==> config.mk <==
export PLATFORM = sky130hd
export DESIGN_NAME = cmd_serial_port
export DESIGN_NICKNAME = d
export VERILOG_FILES = /design/src/rtl/cmd_port_pkg.sv /design/src/rtl/port_sync.sv /design/src/rtl/port_regfile.sv /design/src/rtl/port_seq.sv /design/src/rtl/cmd_serial_port.sv
export SDC_FILE = /design/constraint.sdc
export NUM_CORES = 1
export LEC_CHECK = 0
export ABC_AREA = 1
export BUFFER_PORTS_ARGS = -buffer_cell sky130_fd_sc_hd__clkbuf_2
export CAP_MARGIN = 10
export CORE_ASPECT_RATIO = 0.8
export CORE_MARGIN = 10
export CORE_UTILIZATION = 61
export CTS_BUF_LIST = sky130_fd_sc_hd__clkbuf_16
export CTS_CLUSTER_SIZE = 40
export DETAILED_ROUTE_END_ITERATION = 8
export PLACE_DENSITY = 0.85
export SLEW_MARGIN = 30
export SYNTH_ARGS = -nofsm -noshare
export SYNTH_HDL_FRONTEND = slang
export SYNTH_SLANG_ARGS = --single-unit
==> constraint.sdc <==
create_clock -name clk_i -period 6.45 [get_ports clk_i]
set_clock_uncertainty 0.15 [all_clocks]
set_input_delay 0.3225 -clock clk_i [delete_from_list [all_inputs] [get_ports clk_i]]
set_output_delay 0.3225 -clock clk_i [all_outputs]
set_load 0.01 [all_outputs]
==> src/rtl/cmd_port_pkg.sv <==
package cmd_port_pkg;
  localparam int unsigned DATA_W = 24;
  localparam int unsigned CMD_W  = 8;
  localparam int unsigned ADDR_W = 5;

  typedef enum logic [1:0] {ST_CMD, ST_WDATA, ST_READ} seq_state_e;
  typedef enum logic [1:0] {OP_NONE, OP_WRITE, OP_READ, OP_OTHER} op_e;

  function automatic op_e decode_cmd(input logic [CMD_W-1:0] c);
    if (c == 8'hFE || c == 8'hFF) return OP_NONE;
    if (c[7] || c[0])             return OP_OTHER;
    return c[6] ? OP_WRITE : OP_READ;
  endfunction
endpackage

==> src/rtl/port_sync.sv <==
module port_sync #(
  parameter int unsigned WIDTH  = 1,
  parameter int unsigned STAGES = 2,
  parameter logic [WIDTH-1:0] RST_VAL = '0
) (
  input  logic             clk_i,
  input  logic             rst_ni,
  input  logic [WIDTH-1:0] d_i,
  output logic [WIDTH-1:0] q_o
);
  logic [WIDTH-1:0] ff [STAGES];

  always_ff @(posedge clk_i or negedge rst_ni) begin
    if (!rst_ni) begin
      for (int s = 0; s < STAGES; s++) ff[s] <= RST_VAL;
    end else begin
      ff[0] <= d_i;
      for (int s = 1; s < STAGES; s++) ff[s] <= ff[s-1];
    end
  end

  assign q_o = ff[STAGES-1];
endmodule

==> src/rtl/port_regfile.sv <==
module port_regfile import cmd_port_pkg::*; #(
  parameter int unsigned NUM_REGS = 8,
  parameter int unsigned CFG_DLY  = 3,
  parameter int unsigned RST_BIT  = 7
) (
  input  logic              clk_i,
  input  logic              rst_ni,
  input  logic              wr_valid_i,
  input  logic [ADDR_W-1:0] wr_addr_i,
  input  logic [DATA_W-1:0] wr_data_i,
  input  logic [ADDR_W-1:0] rd_addr_i,
  output logic [DATA_W-1:0] rd_data_o,
  output logic [DATA_W-1:0] cfg_o,
  output logic              soft_rst_o
);
  logic [DATA_W-1:0] regs [NUM_REGS];
  logic [CFG_DLY-1:0] pv;
  logic [DATA_W-1:0] pd [CFG_DLY];
  logic cfg_wr, cfg_load, soft_clr, soft_q;
  logic [DATA_W-1:0] cfg_new;

  assign cfg_wr   = wr_valid_i && (wr_addr_i == '0);
  assign cfg_load = pv[CFG_DLY-1];
  assign cfg_new  = pd[CFG_DLY-1];
  assign soft_clr = cfg_load && cfg_new[RST_BIT];

  // models the cross-domain load delay of the configuration word
  always_ff @(posedge clk_i or negedge rst_ni) begin
    if (!rst_ni) begin
      pv <= '0;
      for (int s = 0; s < CFG_DLY; s++) pd[s] <= '0;
    end else begin
      pv[0] <= cfg_wr;
      pd[0] <= wr_data_i;
      for (int s = 1; s < CFG_DLY; s++) begin
        pv[s] <= pv[s-1];
        pd[s] <= pd[s-1];
      end
    end
  end

  always_ff @(posedge clk_i or negedge rst_ni) begin
    if (!rst_ni) begin
      for (int i = 0; i < NUM_REGS; i++) regs[i] <= '0;
      soft_q <= 1'b0;
    end else begin
      soft_q <= soft_clr;
      if (soft_clr) begin
        for (int i = 0; i < NUM_REGS; i++) regs[i] <= '0;
      end else begin
        if (cfg_load) regs[0] <= cfg_new;
        for (int i = 1; i < NUM_REGS; i++)
          if (wr_valid_i && wr_addr_i == ADDR_W'(i)) regs[i] <= wr_data_i;
      end
    end
  end

  always_comb begin
    rd_data_o = '0;
    for (int i = 0; i < NUM_REGS; i++)
      if (rd_addr_i == ADDR_W'(i)) rd_data_o = regs[i];
  end

  assign cfg_o      = regs[0];
  assign soft_rst_o = soft_q;

  // configuration moves only when the delay pipe delivers
  p_cfg_hold_r8: assert property (@(posedge clk_i) disable iff (!rst_ni)
    !cfg_load |=> $stable(cfg_o));
  // a soft reset leaves the bank cleared
  p_soft_clears_r9: assert property (@(posedge clk_i) disable iff (!rst_ni)
    soft_rst_o |-> (cfg_o == '0 && regs[NUM_REGS-1] == '0));
endmodule

==> src/rtl/port_seq.sv <==
module port_seq import cmd_port_pkg::*; (
  input  logic              clk_i,
  input  logic              rst_ni,
  input  logic              cs_act_i,
  input  logic              sclk_i,
  input  logic              sdi_i,
  input  logic [DATA_W-1:0] rd_data_i,
  output logic [ADDR_W-1:0] rd_addr_o,
  output logic              wr_valid_o,
  output logic [ADDR_W-1:0] wr_addr_o,
  output logic [DATA_W-1:0] wr_data_o,
  output logic              sdo_o
);
  localparam int unsigned CNT_W = $clog2(DATA_W);
  localparam logic [CNT_W-1:0] CMD_LAST  = CNT_W'(CMD_W - 1);
  localparam logic [CNT_W-1:0] DATA_LAST = CNT_W'(DATA_W - 1);

  seq_state_e state;
  logic [CNT_W-1:0]  bit_cnt;
  logic [CMD_W-1:0]  cmd_sh, cmd_next;
  logic [DATA_W-1:0] in_sh, out_sh;
  logic [ADDR_W-1:0] cur_addr;
  logic sclk_d, rise, fall, shift_pend;
  op_e  op;

  assign rise     = sclk_i & ~sclk_d;
  assign fall     = ~sclk_i & sclk_d;
  assign cmd_next = {cmd_sh[CMD_W-2:0], sdi_i};
  assign op       = decode_cmd(cmd_next);
  assign rd_addr_o = cmd_next[ADDR_W:1];

  always_ff @(posedge clk_i or negedge rst_ni) begin
    if (!rst_ni) begin
      state      <= ST_CMD;
      bit_cnt    <= '0;
      cmd_sh     <= '0;
      in_sh      <= '0;
      out_sh     <= '0;
      cur_addr   <= '0;
      shift_pend <= 1'b0;
      sclk_d     <= 1'b0;
      wr_valid_o <= 1'b0;
      wr_addr_o  <= '0;
      wr_data_o  <= '0;
    end else begin
      sclk_d     <= sclk_i;
      wr_valid_o <= 1'b0;
      if (!cs_act_i) begin
        state      <= ST_CMD;
        bit_cnt    <= '0;
        shift_pend <= 1'b0;
      end else begin
        // data-out advances only on a fall that follows a sampling rise
        if (fall && shift_pend) begin
          out_sh     <= {out_sh[DATA_W-2:0], 1'b0};
          shift_pend <= 1'b0;
        end
        if (rise) begin
          unique case (state)
            ST_CMD: begin
              cmd_sh <= cmd_next;
              if (bit_cnt == CMD_LAST) begin
                bit_cnt <= '0;
                if (op == OP_WRITE) begin
                  state    <= ST_WDATA;
                  cur_addr <= cmd_next[ADDR_W:1];
                end else if (op == OP_READ) begin
                  state  <= ST_READ;
                  out_sh <= rd_data_i;
                end
              end else begin
                bit_cnt <= bit_cnt + 1'b1;
              end
            end
            ST_WDATA: begin
              in_sh <= {in_sh[DATA_W-2:0], sdi_i};
              if (bit_cnt == DATA_LAST) begin
                bit_cnt    <= '0;
                state      <= ST_CMD;
                wr_valid_o <= 1'b1;
                wr_addr_o  <= cur_addr;
                wr_data_o  <= {in_sh[DATA_W-2:0], sdi_i};
              end else begin
                bit_cnt <= bit_cnt + 1'b1;
              end
            end
            ST_READ: begin
              cmd_sh     <= cmd_next;
              shift_pend <= 1'b1;
              if (bit_cnt == CMD_LAST) begin
                bit_cnt <= '0;
                unique case (op)
                  OP_WRITE: begin
                    state      <= ST_WDATA;
                    cur_addr   <= cmd_next[ADDR_W:1];
                    shift_pend <= 1'b0;
                  end
                  OP_READ: begin
                    out_sh     <= rd_data_i;
                    shift_pend <= 1'b0;
                  end
                  OP_OTHER: begin
                    state      <= ST_CMD;
                    shift_pend <= 1'b0;
                  end
                  default: ;
                endcase
              end else begin
                bit_cnt <= bit_cnt + 1'b1;
              end
            end
            default: state <= ST_CMD;
          endcase
        end
      end
    end
  end

  assign sdo_o = (state == ST_READ) ? out_sh[DATA_W-1] : 1'b0;

  // deselect always returns the sequencer to the command phase
  p_idle_after_cs_r7: assert property (@(posedge clk_i) disable iff (!rst_ni)
    !cs_act_i |=> (state == ST_CMD && bit_cnt == '0));
  // a register write is issued only at the end of a data phase
  p_wr_from_data_r2: assert property (@(posedge clk_i) disable iff (!rst_ni)
    wr_valid_o |-> $past(state) == ST_WDATA);
  // reads decode commands on byte boundaries
  p_read_byte_cnt_r6: assert property (@(posedge clk_i) disable iff (!rst_ni)
    (state == ST_READ) |-> (bit_cnt <= CMD_LAST));
  // the bit counter never runs past a data word
  p_cnt_range_r2: assert property (@(posedge clk_i) disable iff (!rst_ni)
    bit_cnt <= DATA_LAST);
endmodule

==> src/rtl/cmd_serial_port.sv <==
module cmd_serial_port import cmd_port_pkg::*; #(
  parameter int unsigned NUM_REGS    = 8,
  parameter int unsigned SYNC_STAGES = 2,
  parameter int unsigned CFG_DLY     = 3,
  parameter int unsigned RST_BIT     = 7
) (
  input  logic              clk_i,
  input  logic              rst_ni,
  input  logic              cs_ni,
  input  logic              sclk_i,
  input  logic              sdi_i,
  output logic              sdo_o,
  output logic              sdo_oe_o,
  output logic [DATA_W-1:0] cfg_o,
  output logic              soft_rst_o
);
  logic cs_s, sclk_s, sdi_s;
  logic [ADDR_W-1:0] rd_addr, wr_addr;
  logic [DATA_W-1:0] rd_data, wr_data;
  logic wr_valid;

  port_sync #(.WIDTH(3), .STAGES(SYNC_STAGES), .RST_VAL(3'b100)) u_sync (
    .clk_i (clk_i),
    .rst_ni(rst_ni),
    .d_i   ({cs_ni, sclk_i, sdi_i}),
    .q_o   ({cs_s, sclk_s, sdi_s})
  );

  port_seq u_seq (
    .clk_i     (clk_i),
    .rst_ni    (rst_ni),
    .cs_act_i  (~cs_s),
    .sclk_i    (sclk_s),
    .sdi_i     (sdi_s),
    .rd_data_i (rd_data),
    .rd_addr_o (rd_addr),
    .wr_valid_o(wr_valid),
    .wr_addr_o (wr_addr),
    .wr_data_o (wr_data),
    .sdo_o     (sdo_o)
  );

  port_regfile #(.NUM_REGS(NUM_REGS), .CFG_DLY(CFG_DLY), .RST_BIT(RST_BIT)) u_regs (
    .clk_i     (clk_i),
    .rst_ni    (rst_ni),
    .wr_valid_i(wr_valid),
    .wr_addr_i (wr_addr),
    .wr_data_i (wr_data),
    .rd_addr_i (rd_addr),
    .rd_data_o (rd_data),
    .cfg_o     (cfg_o),
    .soft_rst_o(soft_rst_o)
  );

  assign sdo_oe_o = ~cs_s;
endmodule

==> results.sh, run 1 <==
export IMPL_root_buffer="clkbuf_16"
export IMPL_holdCritPathClass="input pin to asynchronous set/reset pin"
export IMPL_irDropWorstVdd_uv=301
export IMPL_vias_per_cell=5.83
export IMPL_dp_hpwl_mm=25.4
export IMPL_slew_violations=0
export IMPL_antenna_found_initial=0
export IMPL_grt_max_degree=156
export IMPL_synth_fp_nets=1826
export IMPL_synth_area_mm2=0.0160
export IMPL_fin_setup_tns_ns=0
export IMPL_nNetsFinal=1806
export IMPL_drive_gt1_share_pct=8.59
export IMPL_grt_pass1_vias=12500
export IMPL_coreArea_mm2=0.0256
export IMPL_leakage_nw=8.16
export IMPL_cts_buffers=35
export IMPL_drc=0
export IMPL_most_common_layout_cells="nand2_1 (480), dfrtp_1 (370), o21ai_0 (266)"
export IMPL_cts_max_path_buffers=3
export IMPL_synth_edff_count=0
export IMPL_rsz0062_at_grt="false"
export IMPL_die_area_mm2=0.0332
export IMPL_required_ns=6.71
export IMPL_ant_nets=0
export IMPL_layout_commonest_cell="nand2_1"
export IMPL_maxCapViolations=0
export IMPL_first_pass_iters=5
export IMPL_die_y_um=165
export IMPL_num_fill_cells=1883
export IMPL_cts_setup_buffers=0
export IMPL_finalSetupViolCount=0
export IMPL_async_flop_share_pct=100
export IMPL_crit_fanout=24
export IMPL_clock_latency_ns=0.53
export IMPL_synth_seq_cells=372
export IMPL_dp_cells=2105
export IMPL_worst_pin_slew_ns=1.06
export IMPL_grt_overflow_total=0
export IMPL_start_util_pct=62.6
export IMPL_post_route_period_util_pct=48.5
export IMPL_yosysSeqAreaShare_pct=58.1
export IMPL_startpoint_type="flop"
export IMPL_instances_no_fill=2167
export IMPL_wl_mm=40.1
export IMPL_period_needed_ns=3.13
export IMPL_worstPathArrival_ns=3.39
export IMPL_hold_viol=0
export IMPL_diodes=0
export IMPL_io_pin_count=32
export IMPL_area_growth_pct=7.70
export IMPL_outcome="finished, final reports clean"
export IMPL_cts_tree="done"
export IMPL_grt_first_pass_wirelength_mm=65.1
export IMPL_synth_warnings=0
export IMPL_path_class="flop to flop"
export IMPL_syn_area_per_cell_um2=8.82
export IMPL_clk_pin_slew_worst_paths_ns=0.06
export IMPL_grtUsageTotal_pct=24.3
export IMPL_place_congestion=0.850
export IMPL_via_count=12600
export IMPL_ys_types=48
export IMPL_yosys_most_used_dff="dfrtp_1"
export IMPL_cts_sinks=372
export IMPL_synth_cells=1816
export IMPL_wire_per_inst_um=18.5
export IMPL_synthTopCellsByArea="dfrtp_1 (58%), nand2_1 (11%), o21ai_0 (8.3%), inv_1 (4.6%), nor2_1 (3.2%)"
export IMPL_max_freq_mhz=320
export IMPL_io_buffers=31
export IMPL_die_x_um=201
export IMPL_drt_iter0_drc=1685
export IMPL_cts_resized=0
export IMPL_slew_headroom_pct=29.4
export IMPL_synth_top_cell_area_share_pct=57.8
export IMPL_synth_top_area_cell="dfrtp_1"
export IMPL_worst_setup_path_end_kind="flop"
export IMPL_power_density_mw_per_mm2=301
export IMPL_cts_htree_levels=2
export IMPL_fp_row_count=52
through the flow:
stage | setup slack, ns | hold WS, ns | cell area [um2] | util, % | power (mW)
2_1_floorplan | 4.12 | -0.123 | 16000 | - | 3.09
3_3_place_gp | 3.47 | 0.182 | 16100 | 63.1 | 3.25
3_5_place_dp | 3.35 | 0.185 | 16100 | 63.1 | 3.29
4_1_cts | 3.35 | 0.196 | 17200 | 67.4 | 5.20
5_1_grt | 3.03 | 0.200 | 17300 | 67.5 | 5.40
6_report | 3.32 | 0.158 | 17300 | 67.5 | 5.19
cell type report:
| type | instances | area, um2 | area share, % |
|---|---|---|---|
| sequential | 372 | 9310 | 54.0 |
| multi-input combinational | 1132 | 5320 | 30.8 |
| clock buffer | 36 | 901 | 5.22 |
| inverter | 204 | 774 | 4.49 |
| tap | 351 | 439 | 2.55 |
| timing repair buffer | 51 | 365 | 2.12 |
| clock inverter | 21 | 140 | 0.812 |
worst max-delay path, cell delays in order (launching register included):
cell	delay, ns
dfrtp_1	0.42
inv_1	0.17
nor3_1	0.25
nand4_1	0.12
o21ai_0	0.17
inv_1	0.11
ha_1	0.29
nand2_1	0.12
nand2_1	0.56
a22oi_1	0.38
nand4_1	0.15
nand2_1	0.08
a21oi_1	0.05
path summary, 6_finish.rpt:
path                            slack, ns             from                end  cells past startpoint
worst max-delay path                 3.32  u_seq.cmd_sh[4]    u_seq.out_sh[8]                     12
worst min-delay path                 0.16           rst_ni  u_regs.cfg_new[3]                      2
worst max register to register       3.32  u_seq.cmd_sh[4]    u_seq.out_sh[8]                     12
worst min register to register       0.19    u_regs.pd[57]      u_regs.pd[33]                      0
max in group asynchronous            4.80           rst_ni   u_seq.bit_cnt[4]                      3
min in group clk_i                   0.19    u_regs.pd[57]      u_regs.pd[33]                      0
report_power, final:
part           internal [mW]  total, mW  switching, mW
Clock                   1.05       1.93          0.876
Sequential              2.41       2.50         0.0891
Combinational          0.218      0.757          0.539
Total                   3.69       5.19           1.50
synth_stat cells, types with 2 or more instances:
| library cell | instances |
|---|---|
| a21oi_1 | 45 |
| a21oi_2 | 9 |
| a22oi_1 | 22 |
| buf_1 | 4 |
| buf_2 | 34 |
| buf_4 | 26 |
| buf_6 | 6 |
| clkbuf_1 | 35 |
| clkinv_1 | 2 |
| dfrtp_1 | 370 |
| dfstp_2 | 2 |
| ha_1 | 5 |
| inv_1 | 195 |
| inv_2 | 3 |
| inv_4 | 3 |
| mux2_2 | 8 |
| nand2_1 | 480 |
| nand2_2 | 4 |
| nand2_4 | 2 |
| nand3_1 | 51 |
| nand3_2 | 6 |
| nand4_1 | 29 |
| nor2_1 | 137 |
| nor2_2 | 9 |
| nor2_4 | 6 |
| nor2_8 | 2 |
| nor3_1 | 9 |
| o21a_1 | 5 |
| o21ai_0 | 266 |
| o21ai_1 | 14 |
| o21bai_1 | 2 |
| or2_0 | 8 |
| or2_2 | 2 |
layer usage:
layer,global-route usage [%],share of wire (%)
met4,10.8,3.6
met2,39.2,48
met1,32.3,41
met3,3.92,8.2
met5,0,0
state kept, by name, summed over array words and instances (netlist names):
signal,count
u_seq.wr_valid_o,1
u_seq.bit_cnt,5
u_sync.q_o,3
u_seq.wr_addr_o,5
u_regs.pv,3
u_regs.cfg_o,24
u_seq.sclk_d,1
u_seq.in_sh,23
u_regs.cfg_new,24
u_seq.shift_pend,1
u_seq.cur_addr,5
u_seq.cmd_sh,7
u_seq.wr_data_o,24
u_seq.state,2
u_regs.regs,168
u_regs.soft_rst_o,1
u_regs.pd,48
u_seq.out_sh,24
u_sync.ff,3
cells by family after synthesis:
| logic type | share of synthesized area (%) |
|---|---|
| AND/OR/NAND/NOR | 19.7 |
| flip-flops | 58.1 |
| AO/OA/AOI/OAI | 12.4 |
| buffers and inverters | 8.74 |
| multiplexers | 0.562 |
| adder cells (fa/ha/maj) | 0.391 |
| XOR/XNOR | 0.0547 |
timing repair:
action / in CTS / in global routing
endpoints found under the setup margin: 0 / 0
hold buffers: 4 / 0
hold endpoints to repair: 135 / 0
Power figures use the tool's default switching activity.
==> run 2: changes to the inputs <==
CORE_UTILIZATION = 56   (was 61)
PLACE_DENSITY = 0.82   (was 0.85)
clock period = 2.6 ns   (was 6.45 ns; I/O delays follow)
==> run 2 against run 1 <==
Worst setup slack worse by 3.2 ns. Register-to-register slack worse by 3.2 ns. Combinational power rose to 2.7 times the previous value. Sequential cell count unchanged. Sequential share of layout area down 1.3 points. Global-route usage down 2.4 points. First-iteration DRC count down 14%. Routed wire length down 0.68%. Critical path type unchanged. Largest power group unchanged.
==> results.sh, run 2 (same netlist as run 1, synthesis figures left out) <==
export IMPL_outcome="finished, final reports clean"
export IMPL_diodes=0
export IMPL_fin_setup_tns_ns=0
export IMPL_cts_buffers=36
export IMPL_drt_iter0_drc=1452
export IMPL_die_x_um=209
export IMPL_io_pin_count=32
export IMPL_cpPeakStageDelay_ns=0.38
export IMPL_reg2regPathDepth=11
export IMPL_worst_pin_slew_ns=0.882
export IMPL_r2r_start="u_seq.cmd_sh[0]"
export IMPL_total_power_mw=13.5
export IMPL_layout_commonest_cell="nand2_1"
export IMPL_crit_path_top_delay_cell="dfrtp_1"
export IMPL_slew_headroom_pct=41.1
export IMPL_regMostFlops="u_regs.regs"
export IMPL_num_fill_cells=2145
export IMPL_crit_fanout=17
export IMPL_most_common_layout_cells="nand2_1 (480), dfrtp_1 (369), o21ai_0 (264)"
export IMPL_drive_gt1_share_pct=10.3
export IMPL_start_util_pct=56.8
export IMPL_cts_htree_levels=2
export IMPL_via_count=12700
export IMPL_rsz0062_at_grt="false"
export IMPL_path_class="flop to flop"
export IMPL_worstPathArrival_ns=2.70
export IMPL_place_congestion=0.866
export IMPL_worst_setup_path_end_kind="flop"
export IMPL_pwr_share_seq_pct=46.0
export IMPL_cpMostUsedCell="nand2_1"
export IMPL_coreArea_mm2=0.0282
export IMPL_irDropWorstVdd_uv=620
export IMPL_grtUsageTotal_pct=21.9
export IMPL_clock_latency_ns=0.53
export IMPL_top_regs="u_regs.regs x168, u_regs.pd x48"
export IMPL_dp_hpwl_mm=26.0
export IMPL_r2r_end="u_seq.out_sh[16]"
export IMPL_cts_tree="done"
export IMPL_vias_per_cell=5.74
export IMPL_hold_viol=0
export IMPL_grt_pass1_vias=12500
export IMPL_fin_util_pct=62.6
export IMPL_crit_start="u_seq.cmd_sh[0]"
export IMPL_antenna_found_initial=0
export IMPL_nNetsFinal=1831
export IMPL_wl_mm=39.9
export IMPL_cp_top_family="simple AND/OR/NAND/NOR gates"
export IMPL_power_density_mw_per_mm2=762
export IMPL_dp_cells=2148
export IMPL_holdCritPathClass="input pin to asynchronous set/reset pin"
export IMPL_largest_reg_flops=168
export IMPL_multiInputGateArea_mm2=0.00533
export IMPL_ant_nets=0
export IMPL_instances_no_fill=2218
export IMPL_max_freq_mhz=409
export IMPL_period_needed_ns=2.44
export IMPL_area_sequential_mm2=0.00931
export IMPL_cts_max_path_buffers=3
export IMPL_swShare_pct=28.6
export IMPL_comb_power_share_pct=15.4
export IMPL_clk_pin_slew_worst_paths_ns=0.06
export IMPL_post_route_period_util_pct=94.0
export IMPL_wire_per_inst_um=18.0
export IMPL_finalSetupViolCount=0
export IMPL_switchingPower_mw=3.85
export IMPL_maxCapViolations=0
export IMPL_drc=0
export IMPL_p_int_mw=9.60
export IMPL_first_pass_iters=6
export IMPL_path_buf_inv=3
export IMPL_io_buffers=31
export IMPL_root_buffer="clkbuf_16"
export IMPL_power_share_clock_pct=38.6
export IMPL_grt_max_degree=86
export IMPL_grt_overflow_total=0
export IMPL_area_growth_pct=10.3
export IMPL_startpoint_type="flop"
export IMPL_crit_chain="buf_4 > inv_2 > nor2_4 > nand3_2 > inv_1 > nand2_1 > nand3_1 > nor3_1 > nand4_1 > nand2_1 > a21oi_1"
export IMPL_die_y_um=171
export IMPL_required_ns=2.85
export IMPL_grt_first_pass_wirelength_mm=64.2
export IMPL_fp_row_count=55
export IMPL_die_area_mm2=0.0358
export IMPL_leakage_nw=8.36
export IMPL_cts_sinks=372
export IMPL_r2r_setup_slack_ns=0.16
export IMPL_slew_violations=0
==> run 2: power groups by stage <==
stage	sequential [mW]	clock, mW	combinational [mW]
2_1_floorplan	6.23	0	1.43
3_3_place_gp	6.28	0	1.92
3_5_place_dp	6.29	0	2.00
4_1_cts	6.18	5.26	2.03
5_1_grt	6.21	5.48	2.28
6_report	6.19	5.20	2.07
==> run 2: worst max-delay path by stage <==
stage / endpoint / cells after the start
floorplan: u_seq.out_sh[14] / 13
global placement: u_seq.out_sh[0] / 11
detailed placement: u_seq.out_sh[9] / 10
CTS: u_seq.state[1] / 10
global route: u_seq.state[1] / 12
finish: u_seq.out_sh[16] / 11
==> run 2: worst register-to-register path, cell delays in order, from the launching register on <==
cell     delay (ns)
dfrtp_1        0.38
buf_4          0.16
inv_2          0.09
nor2_4         0.05
nand3_2        0.36
inv_1          0.28
nand2_1        0.11
nand3_1        0.08
nor3_1         0.36
nand4_1        0.15
nand2_1        0.09
a21oi_1        0.06
==> run 2: final cells by class <==
class / count / share of cell area (%)
flip-flops and latches: 372 / 52.7
multi-input cells: 1132 / 30.2
clock buffers: 36 / 5.10
inverters: 204 / 4.39
repair buffers: 75 / 3.50
well taps: 370 / 2.62
clock inverters: 29 / 1.47
==> run 2: timing repair <==
item | CTS | global route
setup buffers | 0 | 1
hold buffers | 4 | 0
endpoints found under the hold margin | 320 | 0
resized for setup | 0 | 7
setup endpoints to repair | 0 | 26
==> run 2: routing by layer <==
layer,GRT usage (%),routed length [um],up-vias
met4,8.43,1180,0
met1,28.6,16500,6272
met5,0,0,-
met3,4.53,3110,100
li1,-,-,5773
met2,35.5,19100,596
==> run 2: stage by stage <==
stage	hold slack [ns]	cell area [um2]	worst slack [ns]
6_report	0.0439	17700	0.155
5_1_grt	0.0856	17700	0.00644
4_1_cts	0.0746	17600	0.0570
3_5_place_dp	0.0225	16400	0.112
3_3_place_gp	0.0277	16400	0.263
2_1_floorplan	-0.316	16000	0.270
